$ cat config.mk
export PLATFORM = sky130hd
export DESIGN_NAME = wdt_core
export DESIGN_NICKNAME = d
export VERILOG_FILES = /design/src/rtl/wdt_core.sv
export SDC_FILE = /design/constraint.sdc
export NUM_CORES = 1
export LEC_CHECK = 0
export BUFFER_PORTS_ARGS = -buffer_cell sky130_fd_sc_hd__buf_2
export CORE_ASPECT_RATIO = 1.25
export CORE_MARGIN = 5
export CORE_UTILIZATION = 30
export DETAILED_ROUTE_END_ITERATION = 10
export GPL_TIMING_DRIVEN = 0
export PLACE_DENSITY = 0.44
export SETUP_SLACK_MARGIN = 0.3
export SYNTH_ARGS = -nofsm -noshare
export SYNTH_HDL_FRONTEND = slang
export SYNTH_SLANG_ARGS = --single-unit
$ cat constraint.sdc
create_clock -name clk -period 3.6 [get_ports clk]
set_input_delay 0.18 -clock clk [delete_from_list [all_inputs] [get_ports clk]]
set_output_delay 0.18 -clock clk [all_outputs]
set_load 0.05 [all_outputs]
$ cat src/rtl/wdt_core.sv
module wdt_core #(
  parameter int CNT_W   = 16,
  parameter int RST_CYC = 16
) (
  input  logic             clk,
  input  logic             rst_n,
  input  logic             wr_en,
  input  logic             addr,
  input  logic [CNT_W-1:0] wdata,
  output logic [CNT_W-1:0] rdata,
  output logic             wdt_rst_o,
  output logic             irq_o
);
  localparam int RC_W = $clog2(RST_CYC + 1);
  localparam logic [CNT_W-1:0] TERM_UP = '1;

  logic [CNT_W-1:0] cnt, tmo;
  logic             en, dir, irq_sel, flag;
  logic [RC_W-1:0]  rc;

  wire ctl_wr  = wr_en && !addr;
  wire cnt_wr  = wr_en && addr;
  wire svc     = ctl_wr && wdata[3];
  wire run     = en && (rc == '0);
  wire at_term = dir ? (cnt == TERM_UP) : (cnt == '0);
  wire expire  = run && at_term && !svc && !cnt_wr;
  wire [CNT_W-1:0] reload = dir ? '0 : tmo;

  always_ff @(posedge clk) begin
    if (!rst_n) begin
      cnt <= '0;
      tmo <= '0;
    end else if (cnt_wr) begin
      cnt <= wdata;
      tmo <= wdata;
    end else if (svc || expire) begin
      cnt <= reload;
    end else if (run) begin
      cnt <= dir ? cnt + 1'b1 : cnt - 1'b1;
    end
  end

  always_ff @(posedge clk) begin
    if (!rst_n) begin
      en      <= 1'b0;
      dir     <= 1'b0;
      irq_sel <= 1'b0;
    end else if (ctl_wr) begin
      en <= en | wdata[0];
      if (!en) begin
        dir     <= wdata[1];
        irq_sel <= wdata[2];
      end
    end
  end

  always_ff @(posedge clk) begin
    if (!rst_n)
      flag <= 1'b0;
    else if (expire)
      flag <= 1'b1;
    else if (ctl_wr && wdata[4])
      flag <= 1'b0;
  end

  always_ff @(posedge clk) begin
    if (!rst_n)
      rc <= '0;
    else if (expire && !irq_sel)
      rc <= RC_W'(RST_CYC);
    else if (rc != '0)
      rc <= rc - 1'b1;
  end

  assign wdt_rst_o = (rc != '0);
  assign irq_o     = flag && irq_sel;
  assign rdata     = addr ? cnt : CNT_W'({flag, 1'b0, irq_sel, dir, en});
endmodule

==> flow_metrics.tcl <==
set metrics [dict create \
    switchingPower_uw 775 \
    synthesis.area_um2 2810 \
    fmax_ghz 0.333 \
    crit_arrival_ns 3.22 \
    report.final.slew_viol_count 0 \
    synth_top_area_share_pct 29.2 \
    p_int_mw 1.18 \
    drtPass1Iterations 4 \
    slowest_stage "dfxtp_2" \
    nNetsFinal 446 \
    p_leak_nw 1.38 \
    worstMarginPinSlew_ns 0.594 \
    crit_start "dir" \
    ys_warn_count 0 \
    ys_top_cells_by_area "dfxtp_1 29%, nand2_1 7.5%, ha_1 7.1%" \
    synth_edf_count 0 \
    dieArea_um2 11400 \
    endpoint "cnt[15]" \
    die_w_um 96.5 \
    syn-num-nets 402 \
    r2r_end "cnt[15]" \
    htreeDepth 2 \
    critPathLaunchType "flop" \
    drc_errors 0 \
    synth.avg_cell_area_um2 7.69 \
    period_share_pct 83.5 \
    path_class "flop to flop" \
    power_density_nw_per_um2 588 \
    max_slew_margin_pct 60.3 \
    setup_viol 0 \
    rrSetupSlack_ns 0.59 \
    drive_gt1_share_pct 13.9 \
    dpl.cell_count 525 \
    root_buffer "clkbuf_16" \
    rows 39 \
    worstHoldPathType "input pin to flop" \
    cts_buffer_depth 2 \
    cap_violations 0 \
    cts.clk_slew.worst_paths_ns 0.07 \
    synthCells 365 \
    postCtsSetupBuffers 0 \
    diodes 0 \
    reg2reg_from "dir" \
    die_h_um 118 \
    combinationalPowerShare_pct 42.7 \
    synth-seq-cells 41 \
    postRouteAntennaNets 0 \
    min_period_ns 3.01 \
    grt_max_degree 24 \
    rsz0062_at_grt "no" \
    synth.largest_area_cell "dfxtp_1" \
    pin_count 38 \
    async_flop_share_pct 0 \
    critPathMaxStageDelay_ns 0.47 \
    tns_ns 0 \
    fin_worst_skew_ns 0.00541 \
    gp_congestion 0.790 \
    crit_path_max_fanout 23 \
    end_kind "flop" \
    dpl.hpwl_um 6950 \
    grt_overflow 0 \
    track_usage_pct 16.4 \
    final_core_util_pct 36.4 \
    syn_to_final_growth_pct 18.4 \
    p_total_mw 1.96 \
    grt_first_pass_wirelength_um 14500 \
    hold_viol 0 \
    routedWlPerCell_um 16.8 \
    drt_iter0_drc 117 \
    cts_tree "done" \
    ctsHoldBuffers 0 \
    vias 2749 \
    insertion_delay_ns 0.29 \
    vdd_drop_max_mv 0.194 \
    worst_r2r_path_depth 10 \
    path_cells "inv_1 -> clkbuf_4 -> ha_1 -> a21o_1 -> or3_1 -> o2111ai_1 -> nor3b_1 -> o21ai_0 -> o22a_1 -> a31oi_1" \
    status "finished, final reports clean" \
    seq_power_share_pct 30.6 \
    power.share.switching_pct 39.6 \
    initial_core_util_pct 30.8 \
    cp.required_ns 3.81 \
    core_area_um2 9130 \
    cts_inserted_buffers 5 \
    vias_per_cell 5.16 \
    ys_seq_area_share_pct 29.2 \
    wirelength_um 8940 \
    p_clk_share_pct 26.7 \
    ys.flop_type "dfxtp_1" \
    layout.cells.non_filler 533 \
    synth_cell_type_count 52 \
    port_buffers 37 \
    cts_sinks 41 \
    grt_pass1_vias 2736 \
    antenna_found_initial 0 \
]
## critical path, delay by kind of cell, from the launching register on
family,cells,cell delay (ns)
AOI/OAI and AO/OA,5,1.02
adders and majority gates,1,0.40
buffers and inverters,2,0.38
DFF,1,0.47
and+or+nand+nor,2,0.64
## area by class of cell
type                            instances  area, um^2
Clock buffer                            5         125
Buffer                                 13        52.6
Multi-Input combinational cell        299        1890
Tap cell                              123         154
Timing Repair Buffer                   37         185
Sequential cell                        41         822
Fill cell                            1033        5800
Inverter                               12        45.0
Clock inverter                          3        46.3
## timing repair
action	in CTS	in global routing
gates resized for setup	2	1
cloned	0	0
setup endpoints to repair	7	1
## power by group through the flow
stage	registers [mW]	logic [mW]	clock network, mW
global route	0.607	0.935	0.556
finish	0.598	0.834	0.523
detailed placement	0.610	0.839	0
CTS	0.599	0.844	0.533
floorplan	0.575	0.662	0
global placement	0.609	0.840	0
## synth_stat cells, types with 4 or more instances
cell,number
nand2_1,56
dfxtp_1,41
nor2_1,26
a21oi_1,25
and2_1,18
a21boi_0,17
o21ai_0,17
ha_1,16
nand3_1,15
clkbuf_1,12
inv_1,12
nor3_1,11
xnor2_1,11
nor2b_1,9
and3_1,6
a21o_1,5
a211oi_1,4
a31oi_1,4
a41oi_1,4
nand4_1,4
o211ai_1,4
o21a_1,4
or3_1,4
## placed cells by master (no fill, tap or decap), types with 15 or more instances in the layout
cell type  Yosys  layout
nand3_1       15      15
dfxtp_1       41      40
a21oi_1       25      25
buf_2          0      37
a21boi_0      17      17
and2_1        18      18
nor2_1        26      26
ha_1          16      16
nand2_1       56      56
o21ai_0       17      17
## per-stage QoR
stage               cell area, um^2  worst slack (ns)  hold WS (ns)
finish                         3320             0.593         0.152
global route                   3320             0.370         0.157
CTS                            3320             0.448         0.153
detailed placement             3150           -0.0370         0.455
global placement               3150           -0.0869         0.449
floorplan                      2810             0.746         0.325
## flip-flops by register name, summed over array words and instances, names as in the netlist
register and flops:
cnt 16, tmo 16, dir 1, irq_sel 1
rc 5, en 1, flag 1
## worst min-delay path by stage
stage | startpoint | end | slack (ns) | cells after the start
2_1_floorplan | wdata[10] | tmo[10] | 0.32 | 2
3_3_place_gp | wdata[11] | tmo[11] | 0.45 | 3
3_5_place_dp | wdata[10] | tmo[10] | 0.46 | 3
4_1_cts | wdata[10] | tmo[10] | 0.15 | 3
5_1_grt | wdata[10] | tmo[10] | 0.16 | 3
6_report | wdata[8] | tmo[8] | 0.15 | 3
## kinds of logic (layout without fill, tap and decap cells)
group / Yosys count / in the layout / share of synthesized area, %
and+or+nand+nor: 162 / 162 / 28.7
AOI/OAI and AO/OA: 102 / 102 / 24.9
DFF: 41 / 41 / 29.2
buffers and inverters: 25 / 70 / 3.34
adders and majority gates: 17 / 17 / 7.84
xor gates and xnor gates: 13 / 13 / 4.06
muxes: 5 / 5 / 1.92
## per-layer routing
layer  wire, um  share of wire (%)  GRT usage [%]
met5          0                  0              0
met4        143                1.6           3.60
met3        268                3.0           2.73
met2       4660                 52           29.9
met1       3870                 43           19.8
(Power assumes the default switching activity.)
